`src/rtl/spi_clkgen_pkg.sv`:
```
package spi_clkgen_pkg;
  // Result of one reference-clock step of the edge logic.
  typedef struct packed {
    logic sclk;
    logic launch;
    logic latch;
  } sclk_out_t;
endpackage

```
`src/rtl/spi_step_sel.sv`:
```
// Effective accumulator step: zero promoted to one, optional doubling,
// saturation at the modulus.
module spi_step_sel #(
  parameter int unsigned FCW_W = 16,
  parameter int unsigned ACC_W = 12
) (
  input  logic [FCW_W-1:0] freq_word,
  input  logic             clk_dbl,
  output logic [ACC_W-1:0] step
);
  localparam logic [FCW_W:0] MOD_W = (FCW_W+1)'(1) << (ACC_W-1);

  logic [FCW_W-1:0] base;
  logic [FCW_W:0]   scaled;

  always_comb begin
    base   = (freq_word == '0) ? FCW_W'(1) : freq_word;
    scaled = clk_dbl ? {base, 1'b0} : {1'b0, base};
    if (scaled >= MOD_W) step = MOD_W[ACC_W-1:0];
    else                 step = scaled[ACC_W-1:0];
  end
endmodule

```
`src/rtl/spi_phase_acc.sv`:
```
// Modulo phase accumulator; fire marks a modulus crossing.
module spi_phase_acc #(
  parameter int unsigned ACC_W = 12
) (
  input  logic             clk,
  input  logic             rst_n,
  input  logic             clr,
  input  logic             en,
  input  logic             restart,
  input  logic [ACC_W-1:0] step,
  output logic             fire
);
  localparam logic [ACC_W-1:0] MOD = ACC_W'(1) << (ACC_W-1);

  logic [ACC_W-1:0] acc_q, acc_d, sum;

  always_comb begin
    sum   = acc_q + step;
    acc_d = acc_q;
    fire  = 1'b0;
    if (clr) begin
      acc_d = '0;
    end else if (en) begin
      if (restart) begin
        acc_d = '0;
      end else if (sum >= MOD) begin
        acc_d = sum - MOD;
        fire  = 1'b1;
      end else begin
        acc_d = sum;
      end
    end
  end

  always_ff @(posedge clk or negedge rst_n) begin
    if (!rst_n) acc_q <= '0;
    else        acc_q <= acc_d;
  end
endmodule

```
`src/rtl/spi_edge_gen.sv`:
```
// Serial clock level and edge-aligned strobes.
module spi_edge_gen
  import spi_clkgen_pkg::*;
(
  input  logic      clk,
  input  logic      rst_n,
  input  logic      active,
  input  logic      fire,
  input  logic      cpol,
  input  logic      launch_rise,
  input  logic      latch_rise,
  output sclk_out_t out_q
);
  logic      ph_q, ph_d;
  sclk_out_t out_d;

  always_comb begin
    ph_d         = active ? (ph_q ^ fire) : 1'b0;
    out_d.sclk   = ph_d ^ cpol;
    out_d.launch = active & fire & (out_d.sclk == launch_rise);
    out_d.latch  = active & fire & (out_d.sclk == latch_rise);
  end

  always_ff @(posedge clk or negedge rst_n) begin
    if (!rst_n) begin
      ph_q  <= 1'b0;
      out_q <= '0;
    end else begin
      ph_q  <= ph_d;
      out_q <= out_d;
    end
  end
endmodule

```
`src/rtl/spi_miso_path.sv`:
```
// Input stage: resynchronised or direct.
module spi_miso_path (
  input  logic clk,
  input  logic rst_n,
  input  logic async_sel,
  input  logic miso_in,
  output logic miso_out
);
  logic miso_q;

  always_ff @(posedge clk or negedge rst_n) begin
    if (!rst_n) miso_q <= 1'b0;
    else        miso_q <= miso_in;
  end

  assign miso_out = async_sel ? miso_in : miso_q;
endmodule

```
`src/rtl/spi_clkgen.sv`:
```
module spi_clkgen
  import spi_clkgen_pkg::*;
#(
  parameter int unsigned FCW_W = 16,
  parameter int unsigned ACC_W = 12
) (
  input  logic             clk,
  input  logic             rst_n,
  input  logic             run,
  input  logic             loop_start,
  input  logic             ss_active,
  input  logic [FCW_W-1:0] freq_word,
  input  logic             acc_rst_en,
  input  logic             clk_dbl,
  input  logic             launch_rise,
  input  logic             latch_rise,
  input  logic             cpol,
  input  logic             gate_en,
  input  logic             async_sel,
  input  logic             miso_in,
  output logic             sclk,
  output logic             launch_stb,
  output logic             latch_stb,
  output logic             miso_out
);
  logic [ACC_W-1:0] step;
  logic             active, fire;
  sclk_out_t        eo;

  assign active = run & (ss_active | ~gate_en);

  spi_step_sel #(.FCW_W(FCW_W), .ACC_W(ACC_W)) u_step (
    .freq_word(freq_word), .clk_dbl(clk_dbl), .step(step)
  );

  spi_phase_acc #(.ACC_W(ACC_W)) u_acc (
    .clk(clk), .rst_n(rst_n), .clr(~run), .en(active),
    .restart(loop_start & acc_rst_en), .step(step), .fire(fire)
  );

  spi_edge_gen u_edge (
    .clk(clk), .rst_n(rst_n), .active(active), .fire(fire), .cpol(cpol),
    .launch_rise(launch_rise), .latch_rise(latch_rise), .out_q(eo)
  );

  spi_miso_path u_miso (
    .clk(clk), .rst_n(rst_n), .async_sel(async_sel),
    .miso_in(miso_in), .miso_out(miso_out)
  );

  assign sclk       = eo.sclk;
  assign launch_stb = eo.launch;
  assign latch_stb  = eo.latch;
endmodule

```
`config.mk`:
```
export PLATFORM = sky130hd
export DESIGN_NAME = spi_clkgen
export DESIGN_NICKNAME = d
export VERILOG_FILES = /design/src/rtl/spi_clkgen_pkg.sv /design/src/rtl/spi_step_sel.sv /design/src/rtl/spi_phase_acc.sv /design/src/rtl/spi_edge_gen.sv /design/src/rtl/spi_miso_path.sv /design/src/rtl/spi_clkgen.sv
export SDC_FILE = /design/constraint.sdc
export NUM_CORES = 1
export LEC_CHECK = 0
export BUFFER_PORTS_ARGS = -buffer_cell sky130_fd_sc_hd__buf_2
export CORE_AREA = 8 8 80 54
export DETAILED_ROUTE_END_ITERATION = 10
export DIE_AREA = 0 0 88 62
export MAX_ROUTING_LAYER = met4
export PLACE_DENSITY_LB_ADDON = 0.12
export SLEW_MARGIN = 40
export SYNTH_ARGS = -nofsm -noshare
export SYNTH_HDL_FRONTEND = slang
export SYNTH_SLANG_ARGS = --single-unit
export TNS_END_PERCENT = 10
```
`constraint.sdc`:
```
create_clock -name clk -period 2.6 [get_ports clk]
set_input_delay 0.26 -clock clk [delete_from_list [all_inputs] [get_ports clk]]
set_output_delay 0.26 -clock clk [all_outputs]
set_load 0.02 [all_outputs]
```
Word level (Yosys, flattened, before mapping)
Index checks and enable logic that the tools add are counted.

Flip-flop bits (word level): 17. Output and inout bits: 4. Input port bits: 29. Word-level logic and storage cells: 36.

Reduce and logical (&&, ||, !) cells: 1. Add/subtract/negate cells: 2. Multiplexer cells: 13. $lt $le $gt $ge: 2. Bitwise logic cells: 9. Equality and inequality tests: 3.

Operator list (number): $mux 12 (5); $ge 17x12->1 const B (1); $mux 17 (1); $logic_not 16->1 (1); $mux 16 (1); $add 12x12->12 (1); $ge 12x12->1 const B (1); $sub 12x12->12 const B (1); $mux 1 (6); $and 1x1->1 (5); $eq 1x1->1 (2); $ne 2x1->1 const B (1); $xor 1x1->1 (2); $not 1->1 (1); $or 1x1->1 (1).

Logic depth before layout (Yosys ltp)
Depth in word-level cells: 16. Depth in mapped cells: 14. Mapped depth without buffers: 14.

Modules after synthesis
Synthesis repeated with hierarchy kept, for this count alone.

Cell total of the unflattened synthesis: 143. Area, all modules: 1397.6 um^2.

Modules (own cells, without submodules): spi_phase_acc (cells each 90, area an instance 928.4 um^2, instances 1, sequential area each 300.3 um^2); spi_step_sel (cells each 34, area an instance 245.2 um^2, instances 1, sequential area each 0.0 um^2); spi_edge_gen (cells each 13, area an instance 161.4 um^2, instances 1, sequential area each 100.1 um^2); spi_miso_path (cells each 2, area an instance 40.0 um^2, instances 1, sequential area each 25.0 um^2); spi_clkgen (cells each 4, area an instance 22.5 um^2, instances 1, sequential area each 0.0 um^2).

Worst setup path after synthesis
OpenSTA, ideal clock, no wires.

Path kind: input to register. Start point: input port freq_word[11]. End point: register u_edge.out_q[2] (netlist name). Arrival: 3.157 ns. Required time: 2.477 ns. Path buffers: 1. Setup slack: -0.679 ns. Stages on the path: 12. Library setup time: 0.123 ns. Cells stage by stage: nor4_1 > nand2_1 > clkbuf_1 > a211o_1 > inv_1 > ha_1 > a21o_1 > a221o_2 > a31oi_4 > mux2_1 > a2111o_1 > xor2_1.

RTL lines: from (decl) (line spi_clkgen.sv:12) `input logic [FCW_W-1:0] freq_word,`; to (signal assigned) (line spi_edge_gen.sv:30) `out_q <= out_d;`; to (decl) (line spi_edge_gen.sv:12) `output sclk_out_t out_q`.

==> summary.md <==
| Metric | Value |
|---|---|
| Gr ovfl total | 0 |
| PortBufs | 32 |
| Total clock buffers created by CTS | 3 |
| Hold Crit Class | input port to flop |
| Cell type of the slowest stage on the worst timing path | sky130_fd_sc_hd__a2111o_1 |
| Iteration-0 DRC count of the detailed router | 37 |
| Setup bufs post-CTS | 0 |
| Setup-violating endpoint count in the final report | 3 |
| Category of the worst setup path capture point | flop |
| Highest cell delay on the worst timing path | 0.40 ns |
| Routability-driven placement congestion ratio | 0.940 |
| Antenna diode count | 0 |
| Final antenna-violating net count | 0 |
| Required time at the worst-slack endpoint | 2.74 ns |
| Ordered list of cells on the worst path | buf_2, nor4_4, nand3_1, nor2_1, nor2_1, a211o_1, inv_1, ha_1, a21o_1, a221o_2, a31oi_4, mux2_4, a2111o_1, xor2_1 |
| Peak supply drop | 0.000252 V |
| Row Count | 16 |
| Post-Layout Inst Area | 2060 µm² |
| Total global routing track utilization | 0.162 |
| Failing checks | negative setup slack |
| Post-detailed-route wirelength per cell | 14.7 µm |
| Number of distinct library cells after synthesis | 41 |
| Overall power of the completed layout | 618 µW |
| Critical path's most frequent cell | sky130_fd_sc_hd__nor2_1 |
| Setup slack after placement | -0.654 ns |
| Die Y-Extent | 62 µm |
| Post-synthesis cell type with the largest combined area | sky130_fd_sc_hd__dfrtp_1 |
| Synth warnings | 0 |
| Type of origin of the critical path | input port |
| Headroom to the max-slew limit | 0.614 |
| Total number of nets in the final design | 277 |
| DRC | 0 |
| Clock transition time at the flip-flop clock pins of the worst setup and hold paths | 0.07 ns |
| Max-capacitance violation count | 0 |
| Overall routed net length | 4120 µm |
| Die width | 88 µm |
| Most frequent cells in the layout | sky130_fd_sc_hd__buf_4 (36), sky130_fd_sc_hd__buf_2 (28), sky130_fd_sc_hd__nor2_1 (19) |
| Layout overhead on the synthesized area | 44.8% |
| RSZ-0062 raised after global routing | true |
| Final HPWL DP | 3370 µm |
| Setup skew after layout | 0.00573 ns |
| Number of pins with negative max-slew slack in the final report | 0 |
| Root Buffer | sky130_fd_sc_hd__clkbuf_8 |
| Per-instance average area after synthesis | 8.56 µm² |
| Total iterations of the first detailed-routing run | 4 |
| Boundary pin count | 33 |
| Via count | 1458 |
| Most frequent standard cell in the layout excluding fill and tap cells | sky130_fd_sc_hd__buf_4 |
| Sequential element share of the synthesized area | 0.299 |
| Actual slew at the worst max-slew pin | 0.578 ns |
| Vias per cell | 5.21 |
| Max Buffers Root-to-Sink | 2 |
| Placeable core region | 3100 µm² |
| Number of hold violations in the final report | 0 |
| Hold WS | 0.115 ns |
| Period Utilization, post-route | 1.10 |
| Setup Crit Path Kind | input port to flop |
| Layout cell share with drive strength beyond 1 | 0.383 |
| Clock latency on the worst-skew pair | 0.26 ns |
| Bufs and invs on worst path | 2 |
| Syn_nets | 207 |
| Crit path max-delay family | compound AO/OA/AOI/OAI gates |
| Highest fanout seen on the critical path | 3 |
| Die area | 5460 µm² |
| Cell area reported after detailed placement | 1910 µm² |
| Maximum number of pins on one net before global-route repair | 18 |
| Arrival time of data at the critical path endpoint | 3.01 ns |
| Biggest area contributors in the synthesized netlist | sky130_fd_sc_hd__dfrtp_1 (30%), sky130_fd_sc_hd__ha_1 (9.7%), sky130_fd_sc_hd__mux2i_1 (6.3%) |
| Wire length of the first global-routing pass | 6560 µm |
| Number of synthesized register bits | 17 |
| Number of global-route vias before repair | 1423 |
| Fraction of post-synthesis cell area in the top cell type by area | 0.299 |
| Summed instance area of the synthesized netlist | 1420 µm² |
| Static leakage | 1.04 nW |
| Antenna violations before repair | 0 |
| Maximum clock frequency | 349 MHz |
| Initial standard-cell utilization of the core | 0.458 |
| Clock Sinks | 17 |
| Maximum level of the CTS H-tree | 1 |
| Final critical-path required period | 2.87 ns |
| Clock tree from TritonCTS | yes |
| Run status | complete, but fails checks |
| Power per cell area | 300 nW/µm² |
| Cells after Synth | 166 |
| Final worst setup slack | -0.267 ns |
[routing by layer]
layer | up-vias | global-route usage | share of wire | routed length (µm)
li1 | 739 | - | - | -
met1 | 696 | 0.206 | 0.48 | 2000
met2 | 20 | 0.259 | 0.47 | 1940
met3 | 3 | 0.0394 | 0.040 | 166
met4 | 0 | 0.0267 | 0.0039 | 16
met5 | - | - | 0 | 0
[path summary, 6_finish.rpt]
path / cells after the start / start / endpoint / slack [ns]
setup / recovery: 14 / freq_word[7] / u_edge.out_q[2]$_DFF_PN0_ / -0.27
hold / removal: 1 / miso_in / u_miso.miso_q$_DFF_PN0_ / 0.12
setup reg to reg: 7 / u_acc.acc_q[3]$_DFFE_PN0P_ / u_edge.out_q[2]$_DFF_PN0_ / 0.13
hold reg to reg: 2 / u_acc.acc_q[3]$_DFFE_PN0P_ / u_acc.acc_q[3]$_DFFE_PN0P_ / 0.49
max in group asynchronous: 2 / rst_n / u_acc.acc_q[9]$_DFFE_PN0P_ / 1.86
min in group asynchronous: 2 / rst_n / u_acc.acc_q[2]$_DFFE_PN0P_ / 0.45
[cells in the mapped netlist (all sizes together)]
cell / instances
a32oi: 1
inv: 8
a22o: 1
a31oi: 4
a21o: 4
nor3: 7
a211o: 1
nor3b: 1
buf: 1
o31ai: 1
nor4: 4
xnor2: 6
o21ai: 11
or4: 1
fa: 1
a32o: 1
nand4b: 1
mux2: 2
nand2: 14
a2111o: 1
o211a: 1
dfrtp: 17
mux2i: 9
nand3: 3
and3: 3
nand2b: 3
o21a: 2
xor2: 7
o211ai: 1
nor2: 20
nand3b: 1
a21boi: 1
and2: 1
a221o: 1
a21oi: 10
clkbuf: 3
ha: 11
or3: 1
[flip-flops by register name, indices dropped and copies added (netlist names)]
register / count
u_edge.out_q: 3
u_acc.acc_q: 12
u_edge.ph_q: 1
u_miso.miso_q: 1
[where the power goes]
part | internal [mW] | switching (mW)
clock network | 0.107 | 0.0952
logic | 0.0653 | 0.0739
registers | 0.273 | 0.00371
total | 0.445 | 0.173
[cell families after synthesis]
family                   after synthesis  synth area share
AO/OA/AOI/OAI                         41             0.199
XOR/XNOR                              13            0.0801
adder cells (fa/ha/maj)               12             0.111
buffers and inverters                 12            0.0317
flip-flops                            17             0.299
multiplexers                          11            0.0792
AND/OR/NAND/NOR                       60             0.200
[cell type report]
type / count / area, µm²
Clock buffer: 3 / 41.3
Sequential cell: 17 / 425
Clock inverter: 1 / 5.00
Fill cell: 264 / 1040
Multi-Input combinational cell: 137 / 1030
Tap cell: 45 / 56.3
Inverter: 8 / 30.0
Timing Repair Buffer: 69 / 465
[through the flow]
step / utilization / instances / TNS (ns)
detailed placement: 0.617 / 275 / -3.90
finish: 0.663 / 280 / -0.523
global placement: 0.617 / 275 / -3.14
CTS: 0.650 / 280 / -0.862
global route: 0.663 / 280 / -1.32
floorplan: - / 166 / -0.948
[repair_timing]
item	CTS	global route
gates resized for setup	9	10
pin swaps	8	7
endpoints found under the hold margin	17	0
setup endpoints to repair	8	9
hold buffers	1	0
No activity file was read; power rests on OpenSTA's default activity.
